--- config.mk ---
export PLATFORM = sky130hd
export DESIGN_NAME = lane_lsu
export DESIGN_NICKNAME = d
export VERILOG_FILES = /design/src/rtl/lane_lsu_pkg.sv /design/src/rtl/lane_lsu_decode.sv /design/src/rtl/lane_lsu_store_place.sv /design/src/rtl/lane_lsu_load_align.sv /design/src/rtl/lane_lsu.sv
export SDC_FILE = /design/constraint.sdc
export NUM_CORES = 1
export LEC_CHECK = 0
export BUFFER_PORTS_ARGS = -buffer_cell sky130_fd_sc_hd__buf_2
export CORE_MARGIN = 3
export CORE_UTILIZATION = 40
export CTS_CLUSTER_DIAMETER = 150
export CTS_CLUSTER_SIZE = 12
export DETAILED_ROUTE_END_ITERATION = 7
export HOLD_SLACK_MARGIN = 0.03
export PLACE_DENSITY_LB_ADDON = 0.2
export SLEW_MARGIN = 20
export SYNTH_ARGS = -nofsm -noshare
export SYNTH_HDL_FRONTEND = slang
export SYNTH_HIERARCHICAL = 1
export SYNTH_SLANG_ARGS = --single-unit
export TNS_END_PERCENT = 10
--- constraint.sdc ---
create_clock -name clk -period 3.6 [get_ports clk]
set_input_delay 0.72 -clock clk [delete_from_list [all_inputs] [get_ports clk]]
set_output_delay 0.72 -clock clk [all_outputs]
set_load 0.02 [all_outputs]
--- src/rtl/lane_lsu_pkg.sv ---
package lane_lsu_pkg;
  localparam int DATA_W = 32;
  localparam int LANE_W = 8;
  localparam int LANES  = DATA_W / LANE_W;
  localparam int OFF_W  = $clog2(LANES);

  typedef enum logic [2:0] {
    OP_SW  = 3'b000,
    OP_SH  = 3'b001,
    OP_SB  = 3'b010,
    OP_LW  = 3'b100,
    OP_LHU = 3'b101,
    OP_LBU = 3'b110
  } lsu_op_e;

  typedef enum logic [1:0] {
    SZ_WORD = 2'd0,
    SZ_HALF = 2'd1,
    SZ_BYTE = 2'd2,
    SZ_NONE = 2'd3
  } acc_size_e;

  typedef struct packed {
    logic             vld;
    acc_size_e        size;
    logic [OFF_W-1:0] off;
  } load_tag_t;
endpackage

--- src/rtl/lane_lsu_decode.sv ---
module lane_lsu_decode
  import lane_lsu_pkg::*;
#(
  parameter int ADDR_W = 10
) (
  input  logic              req_vld,
  input  logic [2:0]        req_op,
  input  logic [ADDR_W-1:0] req_addr,
  output logic              access,
  output logic              is_store,
  output acc_size_e         size,
  output logic [OFF_W-1:0]  off,
  output logic [ADDR_W-3:0] word_addr,
  output logic [LANES-1:0]  mask
);
  acc_size_e sz_raw;
  logic      st_raw;

  always_comb begin
    st_raw = 1'b0;
    unique case (req_op)
      OP_SW:   begin sz_raw = SZ_WORD; st_raw = 1'b1; end
      OP_SH:   begin sz_raw = SZ_HALF; st_raw = 1'b1; end
      OP_SB:   begin sz_raw = SZ_BYTE; st_raw = 1'b1; end
      OP_LW:   sz_raw = SZ_WORD;
      OP_LHU:  sz_raw = SZ_HALF;
      OP_LBU:  sz_raw = SZ_BYTE;
      default: sz_raw = SZ_NONE;
    endcase
  end

  assign access    = req_vld && (sz_raw != SZ_NONE);
  assign is_store  = st_raw;
  assign size      = sz_raw;
  assign off       = req_addr[OFF_W-1:0];
  assign word_addr = req_addr[ADDR_W-1:OFF_W];

  // lane g counted from the most significant byte
  for (genvar g = 0; g < LANES; g++) begin : g_lane
    localparam logic [OFF_W-1:0] LN = OFF_W'(g);
    logic hit;
    always_comb begin
      unique case (sz_raw)
        SZ_WORD: hit = 1'b1;
        SZ_HALF: hit = (off[OFF_W-1] == LN[OFF_W-1]);
        SZ_BYTE: hit = (off == LN);
        default: hit = 1'b0;
      endcase
    end
    assign mask[LANES-1-g] = access && hit;
  end
endmodule

--- src/rtl/lane_lsu_store_place.sv ---
module lane_lsu_store_place
  import lane_lsu_pkg::*;
(
  input  acc_size_e         size,
  input  logic [DATA_W-1:0] wdata_in,
  output logic [DATA_W-1:0] wdata_out
);
  localparam int HALF_W = DATA_W / 2;
  logic [DATA_W-1:0] rep_byte, rep_half;

  for (genvar g = 0; g < LANES; g++) begin : g_b
    assign rep_byte[g*LANE_W +: LANE_W] = wdata_in[LANE_W-1:0];
  end
  for (genvar h = 0; h < 2; h++) begin : g_h
    assign rep_half[h*HALF_W +: HALF_W] = wdata_in[HALF_W-1:0];
  end

  always_comb begin
    unique case (size)
      SZ_HALF: wdata_out = rep_half;
      SZ_BYTE: wdata_out = rep_byte;
      default: wdata_out = wdata_in;
    endcase
  end
endmodule

--- src/rtl/lane_lsu_load_align.sv ---
module lane_lsu_load_align
  import lane_lsu_pkg::*;
(
  input  acc_size_e         size,
  input  logic [OFF_W-1:0]  off,
  input  logic [DATA_W-1:0] word,
  output logic [DATA_W-1:0] value
);
  localparam int HALF_W = DATA_W / 2;
  logic [LANE_W-1:0] lane [LANES];
  logic [HALF_W-1:0] half_v;

  for (genvar g = 0; g < LANES; g++) begin : g_lane
    assign lane[g] = word[DATA_W-1-g*LANE_W -: LANE_W];
  end

  assign half_v = off[OFF_W-1] ? word[HALF_W-1:0] : word[DATA_W-1:HALF_W];

  always_comb begin
    unique case (size)
      SZ_HALF: value = {{(DATA_W-HALF_W){1'b0}}, half_v};
      SZ_BYTE: value = {{(DATA_W-LANE_W){1'b0}}, lane[off]};
      default: value = word;
    endcase
  end
endmodule

--- src/rtl/lane_lsu.sv ---
module lane_lsu
  import lane_lsu_pkg::*;
#(
  parameter int ADDR_W = 10
) (
  input  logic              clk,
  input  logic              rst_n,
  input  logic              req_vld,
  input  logic [2:0]        req_op,
  input  logic [ADDR_W-1:0] req_addr,
  input  logic [31:0]       req_wdata,
  output logic              rsp_vld,
  output logic [31:0]       rsp_data,
  output logic              mem_en_n,
  output logic              mem_we_n,
  output logic [ADDR_W-3:0] mem_addr,
  output logic [3:0]        mem_mask,
  output logic [31:0]       mem_wdata,
  input  logic [31:0]       mem_rdata
);
  logic             access, is_store;
  acc_size_e        size;
  logic [OFF_W-1:0] off;
  load_tag_t        tag_q;
  logic [DATA_W-1:0] aligned;

  lane_lsu_decode #(.ADDR_W(ADDR_W)) u_dec (
    .req_vld   (req_vld),
    .req_op    (req_op),
    .req_addr  (req_addr),
    .access    (access),
    .is_store  (is_store),
    .size      (size),
    .off       (off),
    .word_addr (mem_addr),
    .mask      (mem_mask)
  );

  lane_lsu_store_place u_st (
    .size      (size),
    .wdata_in  (req_wdata),
    .wdata_out (mem_wdata)
  );

  assign mem_en_n = !access;
  assign mem_we_n = !(access && is_store);

  // tag travels alongside the memory's read cycle
  always_ff @(posedge clk or negedge rst_n) begin
    if (!rst_n) begin
      tag_q <= '{vld: 1'b0, size: SZ_NONE, off: '0};
    end else begin
      tag_q.vld  <= access && !is_store;
      tag_q.size <= size;
      tag_q.off  <= off;
    end
  end

  lane_lsu_load_align u_ld (
    .size  (tag_q.size),
    .off   (tag_q.off),
    .word  (mem_rdata),
    .value (aligned)
  );

  always_ff @(posedge clk or negedge rst_n) begin
    if (!rst_n) begin
      rsp_vld  <= 1'b0;
      rsp_data <= '0;
    end else begin
      rsp_vld <= tag_q.vld;
      if (tag_q.vld) rsp_data <= aligned;
    end
  end
endmodule

==> out/results.tsv <==
stage	metric	value	unit
drt	drtIter0Drc	82	
yosys	post_synth.cell_area_avg	10.7	um^2
sta	max_clock_freq	333	MHz
critical_path	setup.worst_path.class	in -> out	
yosys	synth_net_count	339	
floorplan	die_width	88.6	um
cells_and_area	design.final.nets	449	
sta	final_setup_violations	0	
sta	layout_min_cycle_time	3.00	ns
cts	cts.repair.resized	0	
cts	ctsLongestPathBuffers	2	
floorplan	floorplan.die_area	0.00785	mm^2
yosys	synth-seq-area-share	34.9	%
sta	worst_slew_pin_slew	1.02	ns
placed_design	place_inst	435	
cts	cts_buffers	5	
yosys	netlist_area	0.00273	mm^2
global_route	grt_max_degree	39	
placed_design	routabilityCongestion	0.753	
floorplan	initial_core_util	42.0	%
cts	clk_latency_worst_skew_pair	0.29	ns
cells_and_area	final-seq-area	955	um^2
yosys	synth_cell_types	35	
critical_path	critical_path.slowest_cell	sky130_fd_sc_hd__nor2b_1	
power	peakVddDrop	0.175	mV
placed_design	place.port_buffers	142	
sta	report.final.hold_viol_count	0	
cells_and_area	ant_diodes	0	
cts	ctsRootBufferMaster	sky130_fd_sc_hd__clkbuf_8	
cells_and_area	multi_input_comb_area	0.00142	mm^2
global_route	globalRouteTotalUtil	17.3	%
critical_path	end_kind	output pin	
floorplan	placementRows	29	
critical_path	critPathRequiredTime	2.88	ns
floorplan	dieHeight	88.6	um
cts	worst_setup_hold_path_clk_slew	0.06	ns
min_path	worstHoldPathType	reg -> reg	
cts	count_of_hold_fix_buffers_inserted_at_cts	0	
drt	routed_wl	6970	um
drt	post-route-drc-count	0	
cells_and_area	post_route_cells_drive_above_1_share	51.8	%
sta	skew_final	0.00631	ns
yosys	yosysTopAreaCell	sky130_fd_sc_hd__dfrtp_1	
drt	drt_pass1_iterations	4	
yosys	ys_top_cells_by_area	sky130_fd_sc_hd__dfrtp_1 (33%), sky130_fd_sc_hd__mux2_4 (16%), sky130_fd_sc_hd__a22o_1 (7.1%)	
sta	relSlewSlack	32.1	%
sta	timing_max_transition_violations_final	0	
yosys	postSynthCellCount	255	
global_route	gr-total-overflow	0	
power	power.static_leakage	1.77	nW
sta	timing.final.crit_share	83.5	%
cts	htreeDepth	2	
power	power-per-cell-area	421	mW/mm^2
global_route	grt_pass1_wl	10500	um
cts	post_cts.repair.setup_buffers	0	
yosys	synth.yosys.warnings	6	
placed_design	place.detailed.hpwl	5230	um
yosys	postSynth.asyncResetShare	100	%
critical_path	worstPathMaxFanout	13	
cells_and_area	area_delta_synth_final	20.7	%
drt	drt.antenna.violating_nets	0	
critical_path	cp.arrival	2.28	ns
floorplan	core_area	0.00649	mm^2
cts	tritoncts	done	
critical_path	slowest_delay	0.51	ns
yosys	synth_seq_cells	38	
critical_path	setup.worst_path.start_class	primary input	
drt	post_drt_wl_per_cell	15.8	um
sta	fin_setup_tns	0	ns
critical_path	crit_path_cell_trace	buf_2 > inv_1 > ha_1 > nor2b_1 > a22o_1 > buf_2	
yosys	post-synth-top-area-fraction	33.0	%
run_status	outcome	complete, no violations	
floorplan	top_level_ports	159	
cells_and_area	fin_cells	442	
yosys	synth-main-ff-cell	sky130_fd_sc_hd__dfrtp_1	
yosys	number_of_enable_flip_flop_cells_after_synthesis	0	
cells_and_area	filler_cell_count	654	
drt	drt-vias-per-instance	5.16	
drt	num_vias	2280	
sta	rsz0062_at_grt	no	
critical_path	timing.critical_path.mode_cell	sky130_fd_sc_hd__buf_2	
job	cap_violations	0	
global_route	grt_pass1_vias	2125	
cts	number_of_sinks_handled_by_clock_tree_synthesis	38	
global_route	antenna_found_initial	0	
cells in the final DEF (no fill, tap or decap), types with 2 or more instances in the layout:
cell type                    n
sky130_fd_sc_hd__clkbuf_1    2
sky130_fd_sc_hd__a22o_1     22
sky130_fd_sc_hd__o31a_1      2
sky130_fd_sc_hd__inv_1       6
sky130_fd_sc_hd__nor2b_1     3
sky130_fd_sc_hd__buf_2     142
sky130_fd_sc_hd__clkbuf_8    5
sky130_fd_sc_hd__a22oi_1     8
sky130_fd_sc_hd__nor2_1     10
sky130_fd_sc_hd__mux2_4     30
sky130_fd_sc_hd__nand2_1    17
sky130_fd_sc_hd__mux2_2      2
sky130_fd_sc_hd__a21oi_1     2
sky130_fd_sc_hd__buf_4       2
sky130_fd_sc_hd__o21ai_0    23
sky130_fd_sc_hd__mux2i_1     8
sky130_fd_sc_hd__a22o_2      2
sky130_fd_sc_hd__dfstp_2     2
sky130_fd_sc_hd__and2_1     16
sky130_fd_sc_hd__ha_1        4
sky130_fd_sc_hd__dfrtp_1    35
sky130_fd_sc_hd__o21a_1      2
sky130_fd_sc_hd__nor3b_1     2
sky130_fd_sc_hd__a221o_1     8
metrics by stage:
step / utilization, % / cell area (um^2) / setup WS (ns) / hold WS, ns / power [W]
6_report: 50.7 / 3300 / 0.596 / 0.507 / 0.00139
5_1_grt: 50.7 / 3300 / 0.442 / 0.519 / 0.00147
2_1_floorplan: - / 2730 / 0.835 / 0.374 / 0.000959
4_1_cts: 50.7 / 3300 / 0.603 / 0.513 / 0.00140
3_3_place_gp: 49.6 / 3220 / 0.627 / 0.487 / 0.00112
3_5_place_dp: 49.6 / 3220 / 0.604 / 0.491 / 0.00113
cell families (layout without fill, tap and decap cells):
logic type | count (synthesis) | after routing | synth area share [%]
simple gates | 53 | 53 | 10.0
mux | 40 | 40 | 20.3
buf+inv | 47 | 157 | 13.1
fa+ha+maj | 4 | 4 | 1.83
compound gates | 73 | 73 | 19.9
flops | 38 | 38 | 34.9
report_power, final:
| group | total (W) | switching [W] | internal (W) |
|---|---|---|---|
| Sequential | 0.000555 | 0.0000541 | 0.000501 |
| Clock | 0.000275 | 0.000142 | 0.000133 |
| Combinational | 0.000559 | 0.000300 | 0.000258 |
layer usage:
metal	vias up	GRT usage [%]	wire length, um
li1	1114	-	-
met1	1070	22.6	2920
met2	86	27.7	3380
met3	10	4.28	554
met4	0	6.04	124
met5	-	0	0
synthesized netlist by cell type (2+ instances only):
cell	n
sky130_fd_sc_hd__dfrtp_1	36
sky130_fd_sc_hd__mux2_4	30
sky130_fd_sc_hd__o21ai_0	23
sky130_fd_sc_hd__a22o_1	22
sky130_fd_sc_hd__buf_4	19
sky130_fd_sc_hd__nand2_1	17
sky130_fd_sc_hd__and2_1	16
sky130_fd_sc_hd__nor2_1	10
sky130_fd_sc_hd__a221o_1	8
sky130_fd_sc_hd__a22oi_1	8
sky130_fd_sc_hd__mux2i_1	8
sky130_fd_sc_hd__buf_6	7
sky130_fd_sc_hd__buf_2	6
sky130_fd_sc_hd__inv_1	6
sky130_fd_sc_hd__clkbuf_1	5
sky130_fd_sc_hd__ha_1	4
sky130_fd_sc_hd__buf_12	3
sky130_fd_sc_hd__nor2b_1	3
sky130_fd_sc_hd__a21oi_1	2
sky130_fd_sc_hd__a22o_2	2
sky130_fd_sc_hd__dfstp_2	2
sky130_fd_sc_hd__mux2_2	2
sky130_fd_sc_hd__nor3b_1	2
sky130_fd_sc_hd__o21a_1	2
sky130_fd_sc_hd__o31a_1	2
sequential cells by signal, summed over array words and instances, names as in the netlist:
| signal | cells |
|---|---|
| tag_q | 5 |
| rsp_vld | 1 |
| rsp_data | 32 |
worst paths after layout:
kind / from / endpoint / slack, ns / cells past startpoint
worst max-delay path: req_op[0] / mem_wdata[10] / 0.60 / 6
worst min-delay path: rsp_data[11] / rsp_data[11] / 0.51 / 1
worst max register to register: tag_q[2] / rsp_data[9] / 1.11 / 6
worst min register to register: rsp_data[11] / rsp_data[11] / 0.51 / 1
max in group asynchronous: rst_n / tag_q[4] / 2.48 / 1
min in group asynchronous: rst_n / rsp_data[24] / 0.53 / 1
critical path: cells and delay by family:
kind,cells,cell delay [ns]
simple gates,1,0.51
fa+ha+maj,1,0.42
buf+inv,3,0.40
compound gates,1,0.23
layout make-up:
cell class / count / area share, %
Multi-Input combinational cell: 170 / 43.1
Sequential cell: 38 / 29.0
Timing Repair Buffer: 144 / 22.0
Tap cell: 77 / 2.92
Clock buffer: 7 / 2.32
Inverter: 6 / 0.683
No activity file was read; power rests on OpenSTA's default activity.
